==> config.mk <==
export PLATFORM = sky130hd
export DESIGN_NAME = cfg_write_guard
export DESIGN_NICKNAME = d
export VERILOG_FILES = /design/src/rtl/cfg_guard_pkg.sv /design/src/rtl/cfg_guard_keyseq.sv /design/src/rtl/cfg_guard_decode.sv /design/src/rtl/cfg_guard_regbank.sv /design/src/rtl/cfg_write_guard.sv
export SDC_FILE = /design/constraint.sdc
export NUM_CORES = 1
export LEC_CHECK = 0
export CORE_ASPECT_RATIO = 1.1
export CORE_MARGIN = 2
export CORE_UTILIZATION = 45
export DETAILED_ROUTE_END_ITERATION = 10
export PLACE_DENSITY_LB_ADDON = 0.15
export SETUP_SLACK_MARGIN = 0.1
export SLEW_MARGIN = 5
export SYNTH_ARGS = -nofsm -noshare
export SYNTH_HDL_FRONTEND = slang
export SYNTH_SLANG_ARGS = --single-unit
==> constraint.sdc <==
create_clock -name clk -period 2.02 [get_ports clk]
set_clock_uncertainty 0.2 [all_clocks]
set_input_delay 0.202 -clock clk [delete_from_list [all_inputs] [get_ports clk]]
set_output_delay 0.202 -clock clk [all_outputs]
set_load 0.005 [all_outputs]
==> src/rtl/cfg_guard_pkg.sv <==
// Package: shared types for the keyed write guard.
// Assumes: a single write port and key values no wider than KEY_W bits.
package cfg_guard_pkg;

    localparam int KEY_W = 8;

    // Key-sequence progress.
    typedef enum logic [1:0] {
        KS_WAIT_FIRST  = 2'd0,
        KS_WAIT_SECOND = 2'd1,
        KS_OPEN        = 2'd2
    } key_state_t;

endpackage

==> src/rtl/cfg_guard_keyseq.sv <==
// Module: ordered two-byte key recogniser.
// What it does: follows key-register writes and opens the guard after FIRST
// then SECOND. A wrong second byte restarts the sequence without counting as
// a first byte. Any key write while open closes the guard.
// Assumes: key_wr is high for one cycle per host write to the key register.
module cfg_guard_keyseq
    import cfg_guard_pkg::*;
#(
    parameter int           KW         = KEY_W,
    parameter logic [KW-1:0] KEY_FIRST  = 8'hCA,
    parameter logic [KW-1:0] KEY_SECOND = 8'h53
) (
    input  logic          clk,
    input  logic          rst_n,
    input  logic          key_wr,
    input  logic [KW-1:0] key_val,
    output logic          unlocked
);

    key_state_t state_q, state_d;

    // Next state from the current state and the key byte written.
    always_comb begin
        state_d = state_q;
        if (key_wr) begin
            unique case (state_q)
                KS_WAIT_FIRST:  state_d = (key_val == KEY_FIRST)  ? KS_WAIT_SECOND : KS_WAIT_FIRST;
                KS_WAIT_SECOND: state_d = (key_val == KEY_SECOND) ? KS_OPEN        : KS_WAIT_FIRST;
                KS_OPEN:        state_d = KS_WAIT_FIRST;
                default:        state_d = KS_WAIT_FIRST;
            endcase
        end
    end

    // State register with synchronous reset to locked.
    always_ff @(posedge clk) begin
        if (!rst_n) state_q <= KS_WAIT_FIRST;
        else        state_q <= state_d;
    end

    assign unlocked = (state_q == KS_OPEN);

    // The guard opens only right after the second key byte is written.
    assert_open_on_second_key_R2: assert property (@(posedge clk) disable iff (!rst_n)
        $rose(unlocked) |-> $past(key_wr && key_val == KEY_SECOND));

    // A wrong second byte drops back to waiting for the first byte.
    assert_bad_second_restarts_R3: assert property (@(posedge clk) disable iff (!rst_n)
        (state_q == KS_WAIT_SECOND && key_wr && key_val != KEY_SECOND) |=> (state_q == KS_WAIT_FIRST));

    // Any key write while open closes the guard.
    assert_relock_any_key_R4: assert property (@(posedge clk) disable iff (!rst_n)
        (unlocked && key_wr) |=> !unlocked);

endmodule

==> src/rtl/cfg_guard_decode.sv <==
// Module: address classifier and write gate.
// What it does: sorts each write into key, protected or open. It raises the
// allow strobe and a one-hot register select only for writes that may land.
// Assumes: slot KEY_ADDR is the key register and holds no storage.
module cfg_guard_decode #(
    parameter int               AW        = 3,
    parameter int               KEY_ADDR  = 7,
    parameter logic [(1<<AW)-1:0] PROT_MASK = 8'h3F
) (
    input  logic                clk,
    input  logic                rst_n,
    input  logic                wr_en,
    input  logic [AW-1:0]       wr_addr,
    input  logic                unlocked,
    input  logic                domain_en,
    output logic                key_hit,
    output logic                prot_hit,
    output logic                wr_allow,
    output logic [(1<<AW)-1:0]  sel
);

    localparam int NREGS = 1 << AW;

    // Classify the address and decide whether the write may land.
    always_comb begin
        key_hit  = wr_en && (wr_addr == AW'(KEY_ADDR));
        prot_hit = wr_en && !key_hit && PROT_MASK[wr_addr];
        wr_allow = wr_en && !key_hit && (!PROT_MASK[wr_addr] || (unlocked && domain_en));
    end

    // One select line per storage slot; the key slot never gets a select.
    for (genvar i = 0; i < NREGS; i++) begin : g_sel
        if (i == KEY_ADDR) begin : g_key
            assign sel[i] = 1'b0;
        end else begin : g_reg
            assign sel[i] = wr_allow && (wr_addr == AW'(i));
        end
    end

    // Locked guard never lets a protected write through.
    assert_locked_blocks_R5: assert property (@(posedge clk) disable iff (!rst_n)
        (prot_hit && !unlocked) |-> !wr_allow);

    // Domain enable low blocks protected writes.
    assert_domain_blocks_R6: assert property (@(posedge clk) disable iff (!rst_n)
        (prot_hit && !domain_en) |-> !wr_allow);

    // Open register writes always go through.
    assert_open_passes_R7: assert property (@(posedge clk) disable iff (!rst_n)
        (wr_en && !key_hit && !prot_hit) |-> wr_allow);

    // Key writes never reach storage.
    assert_key_not_stored_R9: assert property (@(posedge clk) disable iff (!rst_n)
        key_hit |-> (!wr_allow && sel == '0));

endmodule

==> src/rtl/cfg_guard_regbank.sv <==
// Module: register storage behind the guard.
// What it does: holds one DW-bit register per slot and loads it when its
// select is high. The key slot reads as zero. The read port is combinational.
// Assumes: sel is at most one-hot.
module cfg_guard_regbank #(
    parameter int AW       = 3,
    parameter int DW       = 32,
    parameter int KEY_ADDR = 7
) (
    input  logic                clk,
    input  logic                rst_n,
    input  logic [(1<<AW)-1:0]  sel,
    input  logic [DW-1:0]       wr_data,
    input  logic [AW-1:0]       rd_addr,
    output logic [DW-1:0]       rd_data
);

    localparam int NREGS = 1 << AW;

    logic [NREGS-1:0][DW-1:0] q_all;

    for (genvar i = 0; i < NREGS; i++) begin : g_slot
        if (i == KEY_ADDR) begin : g_key
            assign q_all[i] = '0;
        end else begin : g_reg
            logic [DW-1:0] r_q;
            // Load on select, clear on reset.
            always_ff @(posedge clk) begin
                if (!rst_n)      r_q <= '0;
                else if (sel[i]) r_q <= wr_data;
            end
            assign q_all[i] = r_q;
        end
    end

    // Read mux.
    assign rd_data = q_all[rd_addr];

    // Select is never more than one-hot.
    assert_sel_onehot_R10: assert property (@(posedge clk) disable iff (!rst_n)
        $onehot0(sel));

endmodule

==> src/rtl/cfg_write_guard.sv <==
// Module: keyed write guard with its register bank (top).
// What it does: gates host writes to protected configuration registers
// behind a two-byte key sequence and a domain-access enable. Open registers
// pass through.
// Assumes: one host write per cycle; synchronous active-low reset.
module cfg_write_guard
    import cfg_guard_pkg::*;
#(
    parameter int                 AW         = 3,
    parameter int                 DW         = 32,
    parameter int                 KEY_ADDR   = 7,
    parameter logic [(1<<AW)-1:0] PROT_MASK  = 8'h3F,
    parameter logic [KEY_W-1:0]   KEY_FIRST  = 8'hCA,
    parameter logic [KEY_W-1:0]   KEY_SECOND = 8'h53
) (
    input  logic          clk,
    input  logic          rst_n,
    input  logic          domain_en,
    input  logic          wr_en,
    input  logic [AW-1:0] wr_addr,
    input  logic [DW-1:0] wr_data,
    input  logic [AW-1:0] rd_addr,
    output logic [DW-1:0] rd_data,
    output logic          unlocked,
    output logic          wr_allow
);

    localparam int NREGS = 1 << AW;

    logic             key_hit;
    logic             prot_hit;
    logic [NREGS-1:0] sel;

    cfg_guard_keyseq #(
        .KW        (KEY_W),
        .KEY_FIRST (KEY_FIRST),
        .KEY_SECOND(KEY_SECOND)
    ) u_keyseq (
        .clk     (clk),
        .rst_n   (rst_n),
        .key_wr  (key_hit),
        .key_val (wr_data[KEY_W-1:0]),
        .unlocked(unlocked)
    );

    cfg_guard_decode #(
        .AW       (AW),
        .KEY_ADDR (KEY_ADDR),
        .PROT_MASK(PROT_MASK)
    ) u_decode (
        .clk      (clk),
        .rst_n    (rst_n),
        .wr_en    (wr_en),
        .wr_addr  (wr_addr),
        .unlocked (unlocked),
        .domain_en(domain_en),
        .key_hit  (key_hit),
        .prot_hit (prot_hit),
        .wr_allow (wr_allow),
        .sel      (sel)
    );

    cfg_guard_regbank #(
        .AW      (AW),
        .DW      (DW),
        .KEY_ADDR(KEY_ADDR)
    ) u_bank (
        .clk    (clk),
        .rst_n  (rst_n),
        .sel    (sel),
        .wr_data(wr_data),
        .rd_addr(rd_addr),
        .rd_data(rd_data)
    );

    // A write to the address being read, if not allowed, leaves the read value unchanged.
    assert_blocked_write_no_change_R5: assert property (@(posedge clk) disable iff (!rst_n)
        (wr_en && !wr_allow && rd_addr == wr_addr) |=> (rd_data == $past(rd_data) || rd_addr != $past(rd_addr)));

endmodule

; ---- Yosys cells after proc, flatten, opt, wreduce, memory -nomap -nowiden
; Memory sizes are Yosys's and may differ from the RTL's.
; Cells that the tools add are included.
[totals]
regBits = 226
mem_bits_ro = 8
inputBits = 42
output_inout_bits = 34
memories = 1
[memory_table]
columns = name, depth, word_bits, read_ports, rd_ports_with_merged_regs, wr, line
row1 = (name not given), 8, 1, 1, 0, 0, cfg_guard_decode.sv:27  ; prot_hit = wr_en && !key_hit && PROT_MASK[wr_addr];
[op_classes]
n_lt_le_gt_ge = 2
n_eq_ne = 11
n_mux = 6
reduce_logical = 16
[ops]
columns = operator, count
row1 = 32-bit binary-select mux with 3-bit select, 1
row2 = 32-bit 2-to-1 mux, 1
row3 = "3-bit == test, second input constant", 4
row4 = 1-bit logical AND, 11
row5 = "8-bit by 7-bit == test with 1-bit output, second input constant", 1
row6 = "8-bit == test, second input constant", 1
row7 = "3-bit by 4-bit less-than comparator with 1-bit output, second input constant", 2
row8 = "3-bit by 2-bit == test with 1-bit output, second input constant", 2
row9 = 2-bit one-hot mux with 2 select lines, 1
row10 = "3-bit by 1-bit == test with 1-bit output, second input constant", 1
row11 = 3-bit logical NOT, 1
row12 = "2-bit by 1-bit == test with 1-bit output, second input constant", 1
row13 = "2-bit == test, second input constant", 1
row14 = 1-bit logical NOT, 2
row15 = 2-bit logical NOT, 1
row16 = 1-bit 2-to-1 mux, 2
row17 = 2-bit 2-to-1 mux, 1
row18 = 1-bit logical OR, 1

; ---- Logic depth before layout (Yosys ltp)
[depth]
ltp_word = 6
depth_mapped = 6

; ---- Modules after synthesis
; Synthesis repeated with hierarchy kept, for this count alone.
[hier_totals]
cells_unflattened = 984
hier_area_um2 = 10776.6
[modules_own_cells]
columns = module, n_inst, cells_per_inst, area_each_um2, seq_area_each_um2
row1 = cfg_guard_regbank, 1, 949, 10545.1, 4484.3
row2 = cfg_guard_keyseq, 1, 14, 122.6, 40.0
row3 = cfg_guard_decode, 1, 21, 108.9, 0.0

; ---- Worst setup path before layout
; OpenSTA, ideal clock, no wires.
[synth_path]
kind = input to output
from = input rd_addr[1]
to = output rd_data[10]
arrival_time_ns = 1.204
required_ns = 1.618
setup_slack_ns = 0.414
cell_stages = 5
n_path_buf = 2
cell_sequence = buf_2 nand2b_1 buf_2 o221a_2 a221oi_1
[synth_between]
elab_chain_len = 2
[synth_rtl]
columns = item, line
row1 = start: declaration, cfg_write_guard.sv:22  ; input logic [AW-1:0] rd_addr,
row2 = 32-bit binary-select mux with 3-bit select, cfg_guard_regbank.sv:37  ; assign rd_data = q_all[rd_addr];
row3 = 32-bit 2-to-1 mux (implied by the code), cfg_guard_regbank.sv:37
row4 = end: declaration, cfg_write_guard.sv:23  ; output logic [DW-1:0] rd_data,
; Every way passes these cells. The select of a mux whose other input is x is not followed.

; ---- Final worst setup path
[layout_path]
from = register u_bank.g_slot[6].g_reg.r_q[1]
to = output rd_data[1]
[layout_between]
elab_chain_len = 2
[layout_rtl]
columns = item, line
row1 = start: declaration, cfg_guard_regbank.sv:26  ; logic [DW-1:0] r_q;
row2 = start signal: assignment, cfg_guard_regbank.sv:30  ; else if (sel[i]) r_q <= wr_data;
row3 = 32-bit binary-select mux with 3-bit select, cfg_guard_regbank.sv:37
row4 = 32-bit 2-to-1 mux (implied by the code), cfg_guard_regbank.sv:37
; Every way passes these cells. The select of a mux whose other input is x is not followed.

==> results.yml <==
outcome:
  status: "completed"
pwr:
  netSwitchingFraction_pct: 22.6
  p_clk_share_pct: 45.6
  pwr-share-seq_pct: 46.0
  p_leak_nw: 5.63
  p_int_mw: 7.53
  combPwrFrac_pct: 8.4
  ir_drop_uv: 554
  power_switching_mw: 2.20
  power.density_mw_per_mm2: 762
run:
  drv_cap: 0
floorplan:
  initial_core_util_pct: 45.9
  die_w_um: 147
  num_rows: 57
  coreArea_mm2: 0.0221
  boundaryPins: 76
  die_area_mm2: 0.0238
  die_h_um: 162
setup_path:
  cp.depth: 5
  arrival_ns: 1.59
  slowest_stage: "dfxtp_2"
  worst-setup-path-type: "reg -> out"
  path_max_fanout: 2
  path_buf_inv: 2
  end_kind: "primary output"
  critical_path.top_delay_family: "compound AO/OA/AOI/OAI gates"
  startpoint_type: "register"
  r2r_start: "u_keyseq.state_q[0]$_SDFFE_PN0P_"
  crit_path_max_incr_delay_ns: 0.33
  reg2regPathDepth: 6
  worstSetupStartpoint: "u_bank.g_slot[6].g_reg.r_q[1]$_SDFFE_PN0P_"
  path_cells: "mux2i_1, o221a_2, a221oi_2, buf_4, buf_6"
  worstPathRequired_ns: 1.62
clock_tree:
  cts_tree: "built"
  insertion_delay_ns: 0.51
  path_clk_slew_ns: 0.06
  max-clock-path-buffers: 3
  numCtsBuffers: 24
  h-tree-depth: 1
  root_buffer: "clkbuf_16"
  cts_sinks: 226
place:
  port_buffers: 75
  placed_cells: 1401
  dp_hpwl_um: 16400
  pre_cts_slack_ns: -0.321
  gp_congestion: 0.754
sta:
  hold_ws_ns: 0.0657
  period_needed_ns: 1.99
  worst_pin_slew_ns: 0.447
  fin_ws_ns: 0.0278
  max_freq_ghz: 0.502
  fin_setup_tns_ns: 0
  final_hold_viol_count: 0
  max-slew-margin-rel_pct: 70.2
  drv_slew: 0
  rsz0062_at_grt: "yes"
  period_share_pct: 98.6
  setup_viol: 0
routing:
  drc_errors: 0
  routed_via_density: 5.28
  finalWirelength_um: 26700
  firstDrtPassIters: 6
  drt_first_iter_violations: 412
  wl_per_cell_um: 18.2
  vias: 7731
  drtAntennaViolNets: 0
finish:
  final_cell_mix: "nand2_1 (290), mux2i_1 (288), dfxtp_1 (131), dfxtp_2 (95), buf_4 (63)"
  diodes: 0
  num-nets-final: 1192
  area_growth_pct: 25.8
  post_route_cells_drive_above_1_share_pct: 28.9
  final_cell_count_no_fill: 1463
  final_common_cell: "nand2_1"
  finish.utilization_pct: 57.8
yosys:
  netlist_instances: 1052
  synth_area_leaders: "dfxtp_1 (45%), mux2i_1 (28%), nand2_1 (11%)"
  ys.flop_type: "dfxtp_1"
  synth-seq-area-share_pct: 44.5
  synth_fp_nets: 1094
  synth.avg_cell_area_um2: 9.65
  synth_warnings: 0
  async_flop_share_pct: 0
  synth_top_area_share_pct: 44.5
  ys_types: 27
  synth_area_mm2: 0.0102
  synth_edf_count: 0
  synth_top_area_cell: "dfxtp_1"
  ys_seq_elements: 226
worst_hold_path:
  min_from: "wr_data[14]"
  hp-class: "in -> reg"
  min_path_cells: 3
global_routing:
  grt_max_degree: 75
  grt-ovfl-total: 0
  grt_antenna_before_repair: 0
  grt_pass1_wl_um: 42600
  grt_pass1_vias: 7813
  grt_util_all_layers_pct: 22.2
[logic make-up (layout without fill, tap and decap cells)]
logic type             Yosys count  in the layout  synth area share (%)
and+or+nand+nor                318            318                  12.6
muxes                          288            288                  28.4
DFF                            226            226                  44.5
buffers and inverters          121            237                  6.34
AOI/OAI and AO/OA               99             99                  8.14
[worst reg2reg max path: cells and delay by family (launching register included)]
kind	cells	cell delay, ns
buffers and inverters	3	0.57
and+or+nand+nor	2	0.33
DFF	1	0.32
muxes	1	0.27
[layout make-up]
class | instances | area [um2]
Fill cell | 1960 | 9330
Multi-Input combinational cell | 705 | 5320
Sequential cell | 226 | 4640
Timing Repair Buffer | 160 | 1510
Clock buffer | 40 | 762
Tap cell | 295 | 369
Inverter | 33 | 124
Clock inverter | 4 | 45.0
[per-stage QoR]
step	instance area [um2]	power, mW
2_1_floorplan	10200	4.94
3_3_place_gp	11500	5.35
3_5_place_dp	11500	5.35
4_1_cts	12600	9.80
5_1_grt	12800	10.1
6_report	12800	9.73
[power by group through the flow]
stage	logic [mW]	registers [mW]	clock network [mW]
detailed placement	0.776	4.58	0
global route	0.868	4.48	4.73
CTS	0.799	4.48	4.53
global placement	0.777	4.58	0
floorplan	0.368	4.57	0
finish	0.817	4.48	4.44
[state kept, by name, indices dropped and copies added, names as in the netlist]
| name | flops |
|---|---|
| u_bank.g_slot.g_reg.r_q | 224 |
| u_keyseq.state_q | 2 |
[final timing paths]
path | to | slack [ns]
setup / recovery | rd_data[1] | 0.03
hold / removal | u_bank.g_slot[6].g_reg.r_q[14]$_SDFFE_PN0P_ | 0.07
setup reg to reg | u_bank.g_slot[0].g_reg.r_q[12]$_SDFFE_PN0P_ | 0.24
hold reg to reg | u_bank.g_slot[6].g_reg.r_q[16]$_SDFFE_PN0P_ | 0.25
[routing by layer]
metal | up-vias | global-route usage, % | routed length, um
met5 | - | 0 | 0
met4 | 0 | 5.38 | 398
met3 | 29 | 2.60 | 1020
met2 | 142 | 38.8 | 13300
met1 | 3731 | 29.2 | 12000
li1 | 3829 | - | -
[cell usage after synthesis (all sizes together), types with 3 or more instances]
library cell / instances
nand2: 291
mux2i: 288
dfxtp: 226
clkbuf: 46
buf: 42
inv: 33
a21oi: 32
a221oi: 32
o221a: 32
nor2: 8
and4b: 5
and3: 3
[timing repair]
action / 4_1_cts / 5_1_grt
pin swaps: 17 / 24
endpoints found under the hold margin: 5 / 0
endpoints found under the setup margin: 34 / 32
buffers inserted: 6 / 11
gates resized for setup: 233 / 55
hold buffers: 1 / 0
No activity file was read; power rests on OpenSTA's default activity.
